<file path="src/rtl/t2cfg_pkg.sv">
package t2cfg_pkg;

    typedef enum logic [1:0] {
        SZ_BYTE  = 2'd0,
        SZ_WORD  = 2'd1,
        SZ_DWORD = 2'd2
    } io_size_e;

    typedef enum logic [1:0] {
        TGT_NONE = 2'd0,
        TGT_KEY  = 2'd1,
        TGT_FWD  = 2'd2,
        TGT_WIN  = 2'd3
    } io_tgt_e;

    typedef enum logic [1:0] {
        ST_IDLE = 2'd0,
        ST_CFG  = 2'd1,
        ST_DONE = 2'd2
    } ctrl_state_e;

    // Byte lane where an access of the given width starts.
    function automatic logic [1:0] lane_of(input logic [1:0] lo, input logic [1:0] sz);
        logic [1:0] r;
        unique case (sz)
            SZ_BYTE: r = lo;
            SZ_WORD: r = {lo[1], 1'b0};
            default: r = 2'b00;
        endcase
        return r;
    endfunction

    // Mask covering the access width, right-justified.
    function automatic logic [31:0] width_mask(input logic [1:0] sz);
        logic [31:0] m;
        unique case (sz)
            SZ_BYTE: m = 32'h0000_00FF;
            SZ_WORD: m = 32'h0000_FFFF;
            default: m = 32'hFFFF_FFFF;
        endcase
        return m;
    endfunction

endpackage

</file>
<file path="src/rtl/t2_port_regs.sv">
module t2_port_regs #(
    parameter int REG_W = 8
) (
    input  logic             clk,
    input  logic             rst_n,
    input  logic             wr_key,
    input  logic             wr_fwd,
    input  logic [REG_W-1:0] wdata,
    output logic [REG_W-1:0] key_q,
    output logic [REG_W-1:0] fwd_q,
    output logic             win_open,
    output logic [2:0]       func
);

    localparam int NIB_LO = REG_W - 4;

    always_ff @(posedge clk) begin
        if (!rst_n) begin
            key_q <= '0;
            fwd_q <= '0;
        end else begin
            if (wr_key) key_q <= wdata;
            if (wr_fwd) fwd_q <= wdata;
        end
    end

    assign win_open = |key_q[REG_W-1:NIB_LO];
    assign func     = key_q[3:1];

endmodule

</file>
<file path="src/rtl/t2_lane_align.sv">
module t2_lane_align
    import t2cfg_pkg::*;
#(
    parameter int DW = 32
) (
    input  logic [1:0]    addr_lo,
    input  logic [1:0]    size,
    input  logic [DW-1:0] wdata_in,
    input  logic [DW-1:0] rdata_in,
    output logic [3:0]    be,
    output logic [DW-1:0] wdata_out,
    output logic [DW-1:0] rdata_out
);

    logic [1:0] lane;
    logic [4:0] shamt;
    logic [3:0] be_base;

    always_comb begin
        lane  = lane_of(addr_lo, size);
        shamt = {lane, 3'b000};
        unique case (size)
            SZ_BYTE: be_base = 4'b0001;
            SZ_WORD: be_base = 4'b0011;
            default: be_base = 4'b1111;
        endcase
        be        = be_base << lane;
        wdata_out = (wdata_in & width_mask(size)) << shamt;
        rdata_out = (rdata_in >> shamt) & width_mask(size);
    end

endmodule

</file>
<file path="src/rtl/t2_ctrl.sv">
module t2_ctrl
    import t2cfg_pkg::*;
#(
    parameter int TMO_CYC = 16
) (
    input  logic        clk,
    input  logic        rst_n,
    input  logic        io_req,
    input  logic        go_cfg,
    input  logic        cfg_ack,
    output logic        accept,
    output logic        cap_cfg,
    output logic        tmo_evt,
    output logic        cfg_req,
    output logic        io_ack,
    output logic        io_rdy
);

    localparam int CNT_W = $clog2(TMO_CYC) + 1;
    localparam logic [CNT_W-1:0] CNT_LAST = CNT_W'(TMO_CYC - 1);

    ctrl_state_e      state_q, state_d;
    logic [CNT_W-1:0] cnt_q;

    // State register and timeout counter
    always_ff @(posedge clk) begin
        if (!rst_n) begin
            state_q <= ST_IDLE;
            cnt_q   <= '0;
        end else begin
            state_q <= state_d;
            if (state_q == ST_CFG) cnt_q <= cnt_q + 1'b1;
            else                   cnt_q <= '0;
        end
    end

    // Transitions
    always_comb begin
        state_d = state_q;
        unique case (state_q)
            ST_IDLE: if (io_req) state_d = go_cfg ? ST_CFG : ST_DONE;
            ST_CFG:  if (cfg_ack || cnt_q == CNT_LAST) state_d = ST_DONE;
            ST_DONE: state_d = ST_IDLE;
            default: state_d = ST_IDLE;
        endcase
    end

    // Outputs
    always_comb begin
        accept  = 1'b0;
        cap_cfg = 1'b0;
        tmo_evt = 1'b0;
        cfg_req = 1'b0;
        io_ack  = 1'b0;
        io_rdy  = 1'b0;
        unique case (state_q)
            ST_IDLE: begin
                io_rdy = 1'b1;
                accept = io_req;
            end
            ST_CFG: begin
                cfg_req = 1'b1;
                cap_cfg = cfg_ack;
                tmo_evt = !cfg_ack && (cnt_q == CNT_LAST);
            end
            ST_DONE: io_ack = 1'b1;
            default: ;
        endcase
    end

endmodule

</file>
<file path="src/rtl/t2_cfg_mapper.sv">
module t2_cfg_mapper
    import t2cfg_pkg::*;
#(
    parameter logic [15:0] KEY_PORT   = 16'h0CF8,
    parameter logic [15:0] FWD_PORT   = 16'h0CFA,
    parameter logic [3:0]  WIN_NIBBLE = 4'hC,
    parameter int          TMO_CYC    = 16
) (
    input  logic        clk,
    input  logic        rst_n,
    input  logic        io_req,
    input  logic        io_wr,
    input  logic [15:0] io_addr,
    input  logic [1:0]  io_size,
    input  logic [31:0] io_wdata,
    output logic        io_rdy,
    output logic        io_ack,
    output logic [31:0] io_rdata,
    output logic        cfg_req,
    output logic        cfg_wr,
    output logic [7:0]  cfg_bus,
    output logic [4:0]  cfg_dev,
    output logic [2:0]  cfg_func,
    output logic [5:0]  cfg_reg,
    output logic [3:0]  cfg_be,
    output logic [31:0] cfg_wdata,
    input  logic        cfg_ack,
    input  logic [31:0] cfg_rdata
);

    localparam int DW = 32;

    io_tgt_e     tgt;
    logic        accept, cap_cfg, tmo_evt;
    logic        win_open;
    logic [7:0]  key_q, fwd_q;
    logic [2:0]  func;
    logic [15:0] addr_q;
    logic [1:0]  size_q;
    logic        wr_q;
    logic [31:0] wdata_q, rdata_q, rd_aligned;

    // Address decode
    always_comb begin
        if (io_addr == KEY_PORT && io_size == SZ_BYTE)
            tgt = TGT_KEY;
        else if (io_addr == FWD_PORT && io_size == SZ_BYTE)
            tgt = TGT_FWD;
        else if (io_addr[15:12] == WIN_NIBBLE && win_open)
            tgt = TGT_WIN;
        else
            tgt = TGT_NONE;
    end

    t2_port_regs #(.REG_W(8)) u_regs (
        .clk      (clk),
        .rst_n    (rst_n),
        .wr_key   (accept && io_wr && tgt == TGT_KEY),
        .wr_fwd   (accept && io_wr && tgt == TGT_FWD),
        .wdata    (io_wdata[7:0]),
        .key_q    (key_q),
        .fwd_q    (fwd_q),
        .win_open (win_open),
        .func     (func)
    );

    t2_ctrl #(.TMO_CYC(TMO_CYC)) u_ctrl (
        .clk     (clk),
        .rst_n   (rst_n),
        .io_req  (io_req),
        .go_cfg  (tgt == TGT_WIN),
        .cfg_ack (cfg_ack),
        .accept  (accept),
        .cap_cfg (cap_cfg),
        .tmo_evt (tmo_evt),
        .cfg_req (cfg_req),
        .io_ack  (io_ack),
        .io_rdy  (io_rdy)
    );

    t2_lane_align #(.DW(DW)) u_lane (
        .addr_lo   (addr_q[1:0]),
        .size      (size_q),
        .wdata_in  (wdata_q),
        .rdata_in  (cfg_rdata),
        .be        (cfg_be),
        .wdata_out (cfg_wdata),
        .rdata_out (rd_aligned)
    );

    // Request capture and completion data
    always_ff @(posedge clk) begin
        if (!rst_n) begin
            addr_q  <= '0;
            size_q  <= SZ_BYTE;
            wr_q    <= 1'b0;
            wdata_q <= '0;
            rdata_q <= '0;
        end else if (accept) begin
            addr_q  <= io_addr;
            size_q  <= io_size;
            wr_q    <= io_wr;
            wdata_q <= io_wdata;
            unique case (tgt)
                TGT_KEY: rdata_q <= {24'h0, key_q};
                TGT_FWD: rdata_q <= {24'h0, fwd_q};
                default: rdata_q <= width_mask(io_size);
            endcase
        end else if (cap_cfg) begin
            rdata_q <= rd_aligned;
        end else if (tmo_evt) begin
            rdata_q <= width_mask(size_q);
        end
    end

    assign io_rdata = rdata_q;
    assign cfg_wr   = wr_q;
    assign cfg_bus  = fwd_q;
    assign cfg_func = func;
    assign cfg_dev  = {1'b0, addr_q[11:8]};
    assign cfg_reg  = addr_q[7:2];

endmodule

</file>
<file path="config.mk">
export PLATFORM = sky130hd
export DESIGN_NAME = t2_cfg_mapper
export DESIGN_NICKNAME = d
export VERILOG_FILES = /design/src/rtl/t2cfg_pkg.sv /design/src/rtl/t2_port_regs.sv /design/src/rtl/t2_lane_align.sv /design/src/rtl/t2_ctrl.sv /design/src/rtl/t2_cfg_mapper.sv
export SDC_FILE = /design/constraint.sdc
export NUM_CORES = 1
export LEC_CHECK = 0
export BUFFER_PORTS_ARGS = -buffer_cell sky130_fd_sc_hd__buf_2
export CAP_MARGIN = 30
export CELL_PAD_IN_SITES_DETAIL_PLACEMENT = 0
export CELL_PAD_IN_SITES_GLOBAL_PLACEMENT = 1
export CORE_ASPECT_RATIO = 1.1
export CORE_MARGIN = 4
export CORE_UTILIZATION = 35
export CTS_CLUSTER_DIAMETER = 80
export DETAILED_ROUTE_END_ITERATION = 8
export GPL_ROUTABILITY_DRIVEN = 0
export PLACE_DENSITY = 0.82
export SKIP_LAST_GASP = 1
export SLEW_MARGIN = 10
export SYNTH_ARGS = -nofsm -noshare
export SYNTH_HDL_FRONTEND = slang
export SYNTH_SLANG_ARGS = --single-unit
export TNS_END_PERCENT = 10
</file>
<file path="constraint.sdc">
create_clock -name clk -period 2.3 [get_ports clk]
set_input_delay 0 -clock clk [delete_from_list [all_inputs] [get_ports clk]]
set_output_delay 0 -clock clk [all_outputs]
set_load 0.05 [all_outputs]
</file>
# Yosys cells after proc, flatten, opt, wreduce, memory -nomap -nowiden
# Cells that the tools add are included.
# totals
reg_bits,102
inputBits,87
out_inout_bits,94
elab_cells,65
# classes
addsub,1
n_eq_ne,13
shift,3
mux,21
n_bitwise,2
reduce_logical,16
# op_table
op,n
32-bit case mux with 2 select lines,3
32-bit two-way mux,3
32-bit AND,2
"16-bit by 12-bit equality test with 1-bit output, second input constant",2
32-bit by 5-bit left shift with 32-bit output,1
32-bit by 5-bit right shift with 32-bit output,1
2-bit two-way mux,6
"2-bit by 1-bit equality test with 1-bit output, second input constant",4
2-bit case mux with 2 select lines,2
4-bit case mux with 2 select lines,1
1-bit logical AND,7
"2-bit equality test, second input constant",3
2-bit zero test,3
1-bit two-way mux,6
"5-bit by 1-bit adder with 5-bit output, second input constant",1
"5-bit by 4-bit equality test with 1-bit output, second input constant",1
"4-bit equality test, second input constant",1
"2-bit inequality test, second input constant",2
2-bit AND reduction,2
4-bit OR reduction,1
4-bit by 2-bit left shift with 4-bit output,1
3-bit nonzero test,1
1-bit zero test,1
1-bit logical OR,1

# Depth between registers and ports, before layout
# depth
ltp_word,9
ltp_mapped,8
ltp_nobuf,8

# Hierarchy
# From an unflattened synthesis, not the netlist that was laid out.
# hier_totals
cells_unflattened,571
area_unflattened_um2,5187.5
# by_module_without_submodules
mod,n_inst,cells_per_inst,area_each_um2,seq_area_each_um2
t2_cfg_mapper,1,353,3330.7,1581.5
t2_lane_align,1,129,884.6,0.0
t2_port_regs,1,55,629.4,320.3
t2_ctrl,1,34,342.8,140.1

# Worst setup path before layout
# OpenSTA, ideal clock, no wires.
# synth_path
path_type,flip-flop to output port
startpoint,register size_q[1]
endpoint,output port cfg_wdata[24]
t_arrival_ns,2.259
required_ns,2.300
path_slack_ns,0.041
path_stages_with_launch,7
path_buffers,3
path_cell_list,dfxtp_1 -> clkbuf_1 -> nor3b_1 -> buf_2 -> buf_2 -> a22oi_1 -> o21ai_0
# synth_between
elab_chain_cells,4
elab_cells_between_ends,6
cone_classes,1 x eq/ne; 1 x shift; 2 x mux; 1 x bitwise; 1 x reduce/logical
# synth_rtl
element,line_no,source
"start, declared",t2_cfg_mapper.sv:39,logic [1:0] size_q;
"start signal, assigned",t2_cfg_mapper.sv:101,size_q <= io_size;
2-bit by 1-bit equality test with 1-bit output or 2-bit zero test (tied branches),"t2cfg_pkg.sv:25, t2cfg_pkg.sv:36",
32-bit case mux with 2 select lines,t2cfg_pkg.sv:36,unique case (sz)
32-bit AND,t2_lane_align.sv:28,wdata_out = (wdata_in & width_mask(size)) << shamt;
32-bit by 5-bit left shift with 32-bit output (*),t2_lane_align.sv:28,
"end, declared",t2_cfg_mapper.sv:26,"output logic [31:0] cfg_wdata,"
# Mark *: on every way between the ends. The rest lies on a longest branch, timed or not.

# Worst setup path after layout
# layout_path
startpoint,register u_ctrl.cnt_q[0]
endpoint,register rdata_q[12] (netlist: io_rdata[12])
# layout_between
elab_chain_cells,4
# layout_rtl
element,line_no,source
"start, declared",t2_ctrl.sv:23,logic [CNT_W-1:0] cnt_q;
"start signal, assigned",t2_ctrl.sv:32,if (state_q == ST_CFG) cnt_q <= cnt_q + 1'b1;
5-bit by 4-bit equality test with 1-bit output,t2_ctrl.sv:64,tmo_evt = !cfg_ack && (cnt_q == CNT_LAST);
1-bit logical AND,t2_ctrl.sv:64,
1-bit two-way mux,t2_ctrl.sv:56,unique case (state_q)
3-bit nonzero test (no line),--,
"end signal, assigned",t2_cfg_mapper.sv:105,"TGT_KEY: rdata_q <= {24'h0, key_q};"
"end signal, assigned",t2_cfg_mapper.sv:106,"TGT_FWD: rdata_q <= {24'h0, fwd_q};"
"end signal, assigned",t2_cfg_mapper.sv:107,default: rdata_q <= width_mask(io_size);
"end, declared",t2_cfg_mapper.sv:41,"logic [31:0] wdata_q, rdata_q, rd_aligned;"
# No other way between the ends.
# A chain may end at the register's enable or synchronous reset.

==> flow_summary.ini <==
[grt]
grt_use_total_pct = 21.6
grt_pass1_vias = 5230
grt.overflow.total = 0
antenna_found_initial = 0
grt_pass1_wl_mm = 26.7
grt_max_degree = 74

[die]
num_rows = 44
fp.coreArea_um2 = 13300
die_x_um = 120
die_area_um2 = 15700
num_io_pins = 181
fp.dieH_um = 131
start_util_pct = 36.1

[critical_path]
worstSetupEndpoint = io_rdata[12]
rr_worst_depth = 8
path_class = register to register
worstReg2RegEnd = io_rdata[12]
cp.required_ns = 2.56
start_kind = register
critPathMaxFanout = 12
startpoint = u_ctrl.cnt_q[0]
crit_chain = ha_1, and3_1, ha_1, o21ai_1, a21o_1, buf_4, a21oi_1, o22ai_1
cpMostUsedCell = ha_1
r2r_start = u_ctrl.cnt_q[0]
critical-path-max-stage-delay_ns = 0.33
critPathSlowestCell = dfxtp_1
worst_ep_arrival_time_ns = 2.31
cp.depth = 8
rrSetupSlack_ns = 0.25
cp_top_family = compound AO/OA/AOI/OAI gates
crit_path_end_kind = register
cp.buffers_inverters = 1

[placed_design]
hpwl_mm = 12.4
port-buffer-count = 179
dp_worst_setup_slack_ns = 0.191

[sta]
setup_viol = 0
clock_skew_ns = 0.00505
worst_slew_pin_slew_ns = 0.782
max_freq_mhz = 489
drv_slew = 0
whs_ns = 0.0208
post-route-min-period_ns = 2.05
fin_tns_setup_ns = 0
finalCritPeriodShare_pct = 89.0
hold_violations = 0
rsz0062_at_grt = no
setup_ws_ns = 0.254
relSlewSlack_pct = 47.9

[cts]
h-tree-depth = 3
clk_latency_ns = 0.35
cts_buffers = 9
cts_tree = built
cts_buffer_depth = 2
cts_root_buffer = clkbuf_16
numClockSinks = 102
path_clk_slew_ns = 0.07

[yosys]
synth-main-ff-cell = dfxtp_1
netlist_top_cells_area = dfxtp_1 42%, nand2_1 9.4%, a21oi_1 7.9%
syn_inst = 598
synth_seq_cells = 102
synth_edf_count = 0
yosys-top-cells-count = 121 x nand2_1, 102 x dfxtp_1, 76 x a21oi_1
post-synth-top-area-cell = dfxtp_1
syn_area_um2 = 4810
synthDominantCellAreaShare_pct = 42.4
synth_fp_nets = 687
async_flop_share_pct = 0
yosys_warnings = 0
yosysMostFrequentCell = nand2_1
avgSynthCellArea_um2 = 8.05
ys_seq_area_share_pct = 42.4
synth_cell_types = 44

[layout]
nets = 888
fill_cells = 1328
drive_gt1_share_pct = 30.4
syn_to_final_growth_pct = 36.7
n_antenna_cell = 0

[power]
power_uw = 4300
peakVddDrop_uv = 287
power_density_nw_per_um2 = 654
p_leak_uw = 0.00290

[routing]
ant_nets = 0
vias_per_cell = 5.32
wl_mm = 17.2
drt-wirelength-per-cell_um = 17.4
route.detailed.drc = 0
drt_pass1_iterations = 5
drt_iter0_markers = 327
vias = 5254

[run]
maxCapViolCount = 0

[worst_hold_path]
hp-class = input port to register
worstHoldPathCells = 3

[outcome]
status = finished clean
## metrics by stage
step | util [%] | instance area, um2 | std cells
4_1_cts | 49.4 | 6580 | 987
3_3_place_gp | 43.7 | 5820 | 923
5_1_grt | 49.4 | 6580 | 987
3_5_place_dp | 43.7 | 5820 | 924
2_1_floorplan | - | 4810 | 598
6_report | 49.4 | 6580 | 987
## layer usage
metal / wire length (um) / vias to the layer above / global-route usage, %
met5: 0 / - / 0
met4: 466 / 0 / 9.77
met3: 1170 / 38 / 4.13
met2: 8350 / 244 / 36.6
met1: 7230 / 2494 / 26.8
li1: - / 2478 / -
## worst min-delay path, stage by stage
cell,delay [ns]
buf_2,0.11
o21ai_0,0.09
a21oi_1,0.13
## flip-flops by register name, indices dropped and copies added, names as in the netlist
register and flops:
u_regs.fwd_q 8, wdata_q 32, u_ctrl.cnt_q 5, size_q 2, cfg_wr 1, io_rdata 32
u_regs.key_q 8, addr_q 12, u_ctrl.state_q 2
## cells in the final DEF, fill, tap and decap left out, types with 2 or more instances in the layout
| cell type | netlist | layout |
|---|---|---|
| and2_1 | 9 | 9 |
| buf_2 | 6 | 179 |
| a22oi_1 | 9 | 9 |
| buf_4 | 15 | 20 |
| nand4_4 | 2 | 2 |
| and3_1 | 2 | 2 |
| o21a_1 | 2 | 2 |
| o21ai_0 | 46 | 45 |
| clkbuf_8 | 0 | 2 |
| dfxtp_1 | 102 | 102 |
| a221o_1 | 8 | 8 |
| mux2i_1 | 20 | 20 |
| a21oi_1 | 76 | 76 |
| clkinv_2 | 0 | 3 |
| a22o_1 | 8 | 8 |
| o22ai_1 | 8 | 8 |
| or3_2 | 4 | 4 |
| o31ai_1 | 4 | 4 |
| nand3_1 | 13 | 13 |
| dlygate4sd3_1 | 0 | 48 |
| nor2_1 | 47 | 46 |
| ha_1 | 2 | 2 |
| a221oi_1 | 12 | 12 |
| mux2_2 | 12 | 12 |
| nand2b_1 | 5 | 5 |
| or2_2 | 2 | 2 |
| nand2_1 | 121 | 121 |
| and4bb_1 | 2 | 2 |
| nor4_4 | 2 | 2 |
| clkbuf_16 | 0 | 9 |
| nor2_2 | 2 | 2 |
| nor2b_1 | 5 | 5 |
## cell type report
| class | count | area (um2) | area share, % |
|---|---|---|---|
| repair buffers | 247 | 1530 | 23.2 |
| flip-flops and latches | 102 | 2040 | 31.0 |
| clock buffers | 11 | 253 | 3.84 |
| multi-input cells | 437 | 2500 | 38.0 |
| clock inverters | 4 | 22.5 | 0.342 |
| inverters | 2 | 7.51 | 0.114 |
| well taps | 184 | 230 | 3.50 |
## logic make-up after synthesis
| kind of cell | after synthesis | synth area share [%] |
|---|---|---|
| flops | 102 | 42.4 |
| buf+inv | 59 | 6.01 |
| mux | 32 | 6.97 |
| xor+xnor | 2 | 0.364 |
| simple gates | 224 | 21.8 |
| fa+ha+maj | 2 | 0.520 |
| compound gates | 176 | 21.8 |
| other cells | 1 | 0.0779 |
## power breakdown
| part | leakage [uW] | internal (uW) | switching [uW] |
|---|---|---|---|
| clock network | 0.000137 | 782 | 670 |
| registers | 0.000838 | 1860 | 63.2 |
| logic | 0.00193 | 286 | 641 |
| total | 0.00290 | 2930 | 1370 |
## worst min-delay path by stage
stage	startpoint	end
after floorplan	io_addr[10]	addr_q[10]
after global placement	io_wdata[20]	wdata_q[20]
after detailed placement	io_wdata[22]	wdata_q[22]
after CTS	cfg_rdata[14]	io_rdata[14]
after global routing	cfg_rdata[8]	io_rdata[8]
final	cfg_rdata[28]	io_rdata[28]
## what timing repair did
item                                    CTS  global route
endpoints found under the setup margin    0            14
hold buffers                             48             0
gates resized for setup                   0             1
hold endpoints to repair                 64             0
buffers inserted                          0             0
No activity file was read; power rests on OpenSTA's default activity.
